### config.mk
export PLATFORM = sky130hd
export DESIGN_NAME = uart_rx_brk
export DESIGN_NICKNAME = d
export VERILOG_FILES = /design/src/rtl/uart_rx_brk.sv
export SDC_FILE = /design/constraint.sdc
export NUM_CORES = 1
export LEC_CHECK = 0
export BUFFER_PORTS_ARGS = -buffer_cell sky130_fd_sc_hd__buf_4
export CORE_MARGIN = 3
export CORE_UTILIZATION = 61
export CTS_CLUSTER_DIAMETER = 60
export CTS_CLUSTER_SIZE = 14
export DETAILED_ROUTE_END_ITERATION = 10
export GPL_ROUTABILITY_DRIVEN = 1
export HOLD_SLACK_MARGIN = 0.12
export PLACE_DENSITY = 0.93
export SLEW_MARGIN = 30
export SYNTH_ARGS = -nofsm -noshare
export SYNTH_HDL_FRONTEND = slang
export SYNTH_SLANG_ARGS = --single-unit
### constraint.sdc
create_clock -name clk -period 6.2 [get_ports clk]
set_input_delay 0.31 -clock clk [delete_from_list [all_inputs] [get_ports clk]]
set_output_delay 0.31 -clock clk [all_outputs]
set_load 0.01 [all_outputs]
### src/rtl/uart_rx_brk.sv
module uart_rx_brk #(
  parameter int DIV_W = 16,
  parameter int BRK_W = 8
) (
  input  logic             clk,
  input  logic             rst_n,
  input  logic             rx_i,
  input  logic [DIV_W-1:0] bit_period,
  input  logic [DIV_W-1:0] first_offset,
  input  logic             nine_bit,
  input  logic             parity_en,
  input  logic             parity_odd,
  input  logic [BRK_W-1:0] break_limit,
  input  logic             out_ready,
  output logic             out_valid,
  output logic [7:0]       out_data,
  output logic             out_bit9,
  output logic             out_par_err,
  output logic             out_frm_err,
  output logic             overrun,
  output logic             break_req
);

  typedef enum logic [2:0] {S_WAIT, S_IDLE, S_START, S_DATA, S_PAR, S_STOP} st_t;

  st_t              st;
  logic             sy1, rxs;
  logic [DIV_W-1:0] cnt;
  logic [3:0]       idx;
  logic [8:0]       sh;
  logic             pbit;
  logic [BRK_W-1:0] brk_cnt;

  wire       tick   = (cnt == '0);
  wire [3:0] last   = nine_bit ? 4'd8 : 4'd7;
  wire       done   = (st == S_STOP) && tick;
  wire [8:0] word   = nine_bit ? sh : {1'b0, sh[8:1]};
  wire       perr   = parity_en && ((^word) ^ pbit ^ parity_odd);
  wire       ferr   = !rxs;
  wire       nul    = ferr && (word == 9'd0);
  wire       take   = out_valid && out_ready;

  always_ff @(posedge clk) begin
    if (!rst_n) begin
      sy1 <= 1'b1;
      rxs <= 1'b1;
    end else begin
      sy1 <= rx_i;
      rxs <= sy1;
    end
  end

  always_ff @(posedge clk) begin
    if (!rst_n) begin
      st   <= S_WAIT;
      cnt  <= '0;
      idx  <= '0;
      sh   <= '0;
      pbit <= 1'b0;
    end else begin
      case (st)
        S_WAIT: if (rxs) st <= S_IDLE;
        S_IDLE:
          if (!rxs) begin
            st  <= S_START;
            cnt <= first_offset;
          end
        S_START:
          if (!tick) cnt <= cnt - 1'b1;
          else if (!rxs) begin
            st  <= S_DATA;
            cnt <= bit_period - 1'b1;
            idx <= '0;
          end else st <= S_IDLE;
        S_DATA:
          if (!tick) cnt <= cnt - 1'b1;
          else begin
            sh  <= {rxs, sh[8:1]};
            cnt <= bit_period - 1'b1;
            idx <= idx + 1'b1;
            if (idx == last) st <= parity_en ? S_PAR : S_STOP;
          end
        S_PAR:
          if (!tick) cnt <= cnt - 1'b1;
          else begin
            pbit <= rxs;
            cnt  <= bit_period - 1'b1;
            st   <= S_STOP;
          end
        S_STOP:
          if (!tick) cnt <= cnt - 1'b1;
          else st <= S_WAIT;
        default: st <= S_WAIT;
      endcase
    end
  end

  always_ff @(posedge clk) begin
    if (!rst_n) begin
      out_valid   <= 1'b0;
      out_data    <= '0;
      out_bit9    <= 1'b0;
      out_par_err <= 1'b0;
      out_frm_err <= 1'b0;
      overrun     <= 1'b0;
    end else if (done && out_valid && !out_ready) begin
      overrun <= 1'b1;
    end else if (done) begin
      out_valid   <= 1'b1;
      out_data    <= word[7:0];
      out_bit9    <= word[8];
      out_par_err <= perr;
      out_frm_err <= ferr;
      overrun     <= 1'b0;
    end else if (take) begin
      out_valid <= 1'b0;
      overrun   <= 1'b0;
    end
  end

  always_ff @(posedge clk) begin
    if (!rst_n) brk_cnt <= '0;
    else if (done) begin
      if (!nul) brk_cnt <= '0;
      else if (brk_cnt != '1) brk_cnt <= brk_cnt + 1'b1;
    end
  end

  assign break_req = (break_limit != '0) && (brk_cnt >= break_limit);

endmodule


======== Word level (Yosys, flattened, before mapping) ========
Cells that the tools add are included.
storage, ports and cells
  bits in registers ....................... 56
  latch bits .............................. 0
  RAM bits ................................ 0
  memory bits (read-only) ................. 0
  input port bits ......................... 47
  output and inout port bits .............. 14
  logic and storage cells ................. 95
  memories ................................ 0
cells by class
  add/subtract/negate cells ............... 4
  multiply operators ...................... 0
  divide/modulo/power cells ............... 0
  order comparisons ....................... 1
  eq/ne operators ......................... 18
  shift operators ......................... 0
  mux-type cells .......................... 28
  bitwise logic cells ..................... 3
  reduce and logical (&&, ||, !) cells .... 27
operators by type and width
  kind                                                                   number
  16-bit 2-to-1 mux                                                      5
  16-bit one-hot mux with 4 select lines                                 1
  16-bit by 1-bit subtractor with 16-bit output, second input constant   2
  3-bit 2-to-1 mux                                                       7
  2-bit != test, second input constant                                   9
  3-bit one-hot mux with 6 select lines                                  1
  16-bit zero test                                                       1
  4-bit 2-to-1 mux                                                       4
  8-bit 2-to-1 mux                                                       2
  2-bit AND reduction                                                    5
  9-bit zero test                                                        1
  9-bit 2-to-1 mux                                                       1
  9-bit XOR reduction                                                    1
  8-bit by 1-bit adder with 8-bit output, second input constant          1
  8-bit >= comparator                                                    1
  8-bit != test, second input constant                                   1
  4-bit one-hot mux with 2 select lines                                  1
  4-bit AND reduction                                                    2
  8-bit nonzero test                                                     1
  1-bit logical AND                                                      7
  7-bit AND reduction                                                    1
  3-bit by 2-bit equality test with 1-bit output, second input constant  2
  3-bit equality test, second input constant                             2
  1-bit 2-to-1 mux                                                       5
  14 further kinds                                                       17

======== Logic depth before layout (Yosys ltp) ========
  depth after elaboration ................. 6
  gate-level depth with buffers ........... 11

======== Worst setup path before layout ========
No wires, ideal clock.
  path type ............................... register to register
  from .................................... register cnt[0]
  to ...................................... register out_frm_err
  setup time .............................. 0.115 ns
  data arrival time ....................... 2.459 ns
  data required time ...................... 6.085 ns
  slack ................................... 3.626 ns
  cell stages (with the launch flop) ...... 12
  path buffers ............................ 3
  clock period less this slack ............ 2.574 ns
  cells stage by stage .................... dfxtp_1 > inv_1 > ha_1 > or3b_2 > clkbuf_1 > or4_1 > buf_2 > or3_4 > buf_6 > nand2_1 > o21ai_1 > and2_1
between the ends
  word-level cells in the longest chain between the ends .. 6
ends and longest elaborated chain
  item                                      line  text
  from (decl)                               28    logic [DIV_W-1:0] cnt;
  from (signal assigned)                    66    cnt <= first_offset;
  from (signal assigned)                    69    if (!tick) cnt <= cnt - 1'b1;
  from (signal assigned)                    72    cnt <= bit_period - 1'b1;
  16-bit zero test (*)                      34    wire tick = (cnt == '0);
  1-bit logical AND (*)                     36    wire done = (st == S_STOP) && tick;
  1-bit logical AND (2 in series)           106   end else if (done && out_valid && !out_ready) begin
  1-bit inverter (no source line)           --
  2-bit AND reduction (no source line) (*)  --
  to (signal assigned)                      113   out_frm_err <= ferr;
  to (decl)                                 19    output logic out_frm_err,
Every way passes the cells marked *; elsewhere a longest branch is shown, timed or not.
A chain may end at the register's enable or synchronous reset.

======== Worst setup path after layout ========
  from .................................... register cnt[0]
  to ...................................... register out_data[7]
between the ends
  word-level cells in the longest chain between the ends .. 6
ends and longest elaborated chain
  item                                      line  text
  16-bit zero test (*)                      34
  1-bit logical AND (*)                     36
  1-bit logical AND (2 in series)           106
  1-bit inverter (no source line)           --
  2-bit AND reduction (no source line) (*)  --
  to (signal assigned)                      110   out_data <= word[7:0];
  to (decl)                                 16    output logic [7:0] out_data,
Marked as above.

==> key figures <==
Place
  – HPWL after DPL: 6730 um
  – Routability cong.: 0.980
  – Pre-CTS WS: 3.46 ns
  – I/O Buffers: 60

Global route
  – Global-route wire length before repair: 15,700 um
  – Grt total ovfl: 0
  – Largest net degree at the start of global routing: 54
  – Tot GR Track Use: 26.5%
  – Initial antenna violation count: 0
  – Number of global-route vias before repair: 3,449

CTS
  – Clock sinks: 56
  – CTS Hold Bufs: 0
  – Number of CTS-inserted buffers: 5
  – Clock Root Buffer: clkbuf_8
  – Post-CTS Setup Bufs: 0
  – CTS Buffer Depth: 2
  – CTS clk-pin slew, worst paths: 0.11 ns
  – H-tree Lvls: 2
  – CTS tree: built
  – Clock Latency Late Sink: 0.32 ns
  – Post-CTS Resized: 0

Die
  – Starting Density: 64.5%
  – Die Span Y: 83.0 um
  – Core box area: 5610 um^2
  – Number of core rows: 27
  – DIE AREA: 6890 um^2
  – Die W: 83.0 um
  – I/O pin count: 61

Yosys
  – EDFF count, synth: 0
  – Warnings, synthesis: 0
  – Compound-cell area share of the yosys netlist: 20.5%
  – Post-synthesis sequential area ratio: 31.0%
  – Synthesized area: 3610 um^2
  – Post-Synthesis Cells: 468
  – Syn_area_per_cell: 7.72 um^2
  – Post-Synth Adder-Cell Area: 5.54%
  – Ys flop type: dfxtp_1
  – Asr flop ratio synth: 0%
  – Multiplexer area fraction after synthesis: 2.22%
  – #FFs+latches synth: 56
  – Simple-gate portion of the synthesized area: 28.7%
  – Main combinational cell family by area after synthesis: simple AND/OR/NAND/NOR gates
  – Yosys cell types: 56
  – Post-Synth XOR/XNOR Area: 7.75%
  – Mapped Nets: 531

Drt
  – Antenna-violating nets left: 0
  – Initial DRC count: 324
  – Routed WL: 9060 um
  – DR vias/cell: 6.06
  – DRC Markers: 0
  – WL/cell: 15.4 um
  – Total number of vias: 3,555
  – TritonRoute pass-1 iters: 5

Timing
  – Fin crit period: 2.80 ns
  – Setup tns final: 0 ns
  – Final hold vios: 0
  – Clock skew: 0.00524 ns
  – Fin. max-slew vios: 0
  – Final period util: 45.1%
  – # setup viols final: 0
  – Unrepaired setup endpoints after global routing: no
  – Max Freq: 0.358 GHz
  – Setup slack after layout: 3.40 ns
  – Least-Margin Pin Slew: 0.856 ns
  – Slew HR: 42.9%

Critical path
  – Crit path required time: 6.43 ns
  – CP peak stage delay: 0.59 ns
  – Critical Path AT: 3.02 ns
  – Cell Chain, Critical Path: inv_1, ha_1, or3b_2, or4_1, or3_4, nand2_1, o21ai_1, and2_1
  – Crit. End Element: register
  – Slowest cell on crit path: or4_1
  – Critical Path Source: cnt[0]$_SDFFE_PN0P_
  – Reg-to-reg startpoint: cnt[0]$_SDFFE_PN0P_
  – Startpoint Class: register
  – Critical path class: reg -> reg
  – CP max FO: 21

Worst hold path
  – Hold path start: rx_i
  – Min-Delay Path Class: in -> reg

Cells and area
  – Most frequent cells in the layout: 63 x nand2_1, 62 x buf_4, 56 x dfxtp_1, 38 x nor2_1, 33 x o21ai_0
  – Layout cells sized above 1: 15.1%
  – Most common cell after layout, fill and taps aside: nand2_1
  – Nets: 577
  – Diode count: 0
  – Layout area overhead: 15.3%

Job
  – Max Cap Viol: 0

Status
  – Status: finished clean

Power
  – Leakage power: 1.68 nW
  – Power per cell area: 354 nW/um^2
  – Maximum vdd drop: 0.310 mV
per-stage QoR:
step / std cells / power, mW / hold slack, ns / utilization [%] / cell area [um^2]
floorplan: 468 / 1.05 / 0.383 / - / 3610
global placement: 579 / 1.21 / 0.390 / 72.6 / 4070
detailed placement: 579 / 1.23 / 0.397 / 72.6 / 4070
CTS: 587 / 1.46 / 0.157 / 74.3 / 4170
global route: 587 / 1.58 / 0.172 / 74.3 / 4170
finish: 587 / 1.48 / 0.162 / 74.3 / 4170
where the power goes:
| group | switching, mW | internal (mW) | leakage (nW) | total (mW) |
|---|---|---|---|---|
| Combinational | 0.460 | 0.292 | 1.17 | 0.753 |
| Clock | 0.134 | 0.0834 | 0.0463 | 0.218 |
| Sequential | 0.0904 | 0.415 | 0.455 | 0.505 |
layout make-up:
cell class              count  area (um^2)
multi-input cells         375         2340
fillers                   438         1440
flip-flops and latches     56         1120
repair buffers             62          465
well taps                  72         90.1
clock buffers               5         68.8
inverters                  14         52.6
clock inverters             3         27.5
path summary, 6_finish.rpt:
path                                    to  slack (ns)  cells after the start
hold reg to reg             rxs$_SDFF_PN1_        0.42                      1
hold / removal              sy1$_SDFF_PN1_        0.16                      2
setup / recovery  out_data[7]$_SDFFE_PN0P_        3.40                      8
setup reg to reg  out_data[7]$_SDFFE_PN0P_        3.40                      8
critical path, delay by kind of cell, from the launching register on:
family                   cells  cell delay (ns)
AO/OA/AOI/OAI                1             0.07
AND/OR/NAND/NOR              5             1.98
adder cells (fa/ha/maj)      1             0.20
buffers and inverters        1             0.08
flip-flops                   1             0.38
cell families after synthesis:
| kind of cell | count (synthesis) |
|---|---|
| XOR/XNOR | 32 |
| AND/OR/NAND/NOR | 203 |
| multiplexers | 8 |
| flip-flops | 56 |
| adder cells (fa/ha/maj) | 16 |
| buffers and inverters | 37 |
| AO/OA/AOI/OAI | 116 |
layer usage:
metal  part of all wire, %  track usage [%]  routed length [um]  vias up
li1                      -                -                   -     1764
met1                    43             33.3                3900     1643
met5                     0                0                   0        -
met4                   1.1             7.43                 103        0
met2                    50             46.4                4520      134
met3                   5.9             4.56                 539       14
cells in the mapped netlist (4+ instances only):
master / number / area share (%)
nor2b_1: 11 / 1.9
or4_1: 9 / 1.9
nor2_1: 38 / 3.9
a22oi_1: 6 / 1.2
nand2_1: 63 / 6.5
inv_1: 14 / 1.5
nand2b_1: 6 / 1.0
o21ai_1: 10 / 1.4
nand4_1: 4 / 0.69
nand3_1: 17 / 2.4
clkbuf_1: 19 / 2.0
a31oi_1: 5 / 0.87
mux2i_1: 8 / 2.2
and3_1: 4 / 0.69
nor4_1: 11 / 1.9
a21oi_1: 15 / 2.1
o21a_1: 4 / 0.83
a21boi_0: 16 / 3.3
ha_1: 16 / 5.5
xnor2_1: 22 / 5.3
and2_1: 11 / 1.9
dfxtp_1: 56 / 31
o21ai_0: 33 / 4.6
xor2_1: 10 / 2.4
nor3_1: 10 / 1.4
sequential cells by signal (all words and copies together), names as in the netlist, 3 cells and up:
name      flops
brk_cnt       8
cnt          16
idx           4
out_data      8
sh            9
st            3
Note: power is estimated with default switching activity, not from simulation.
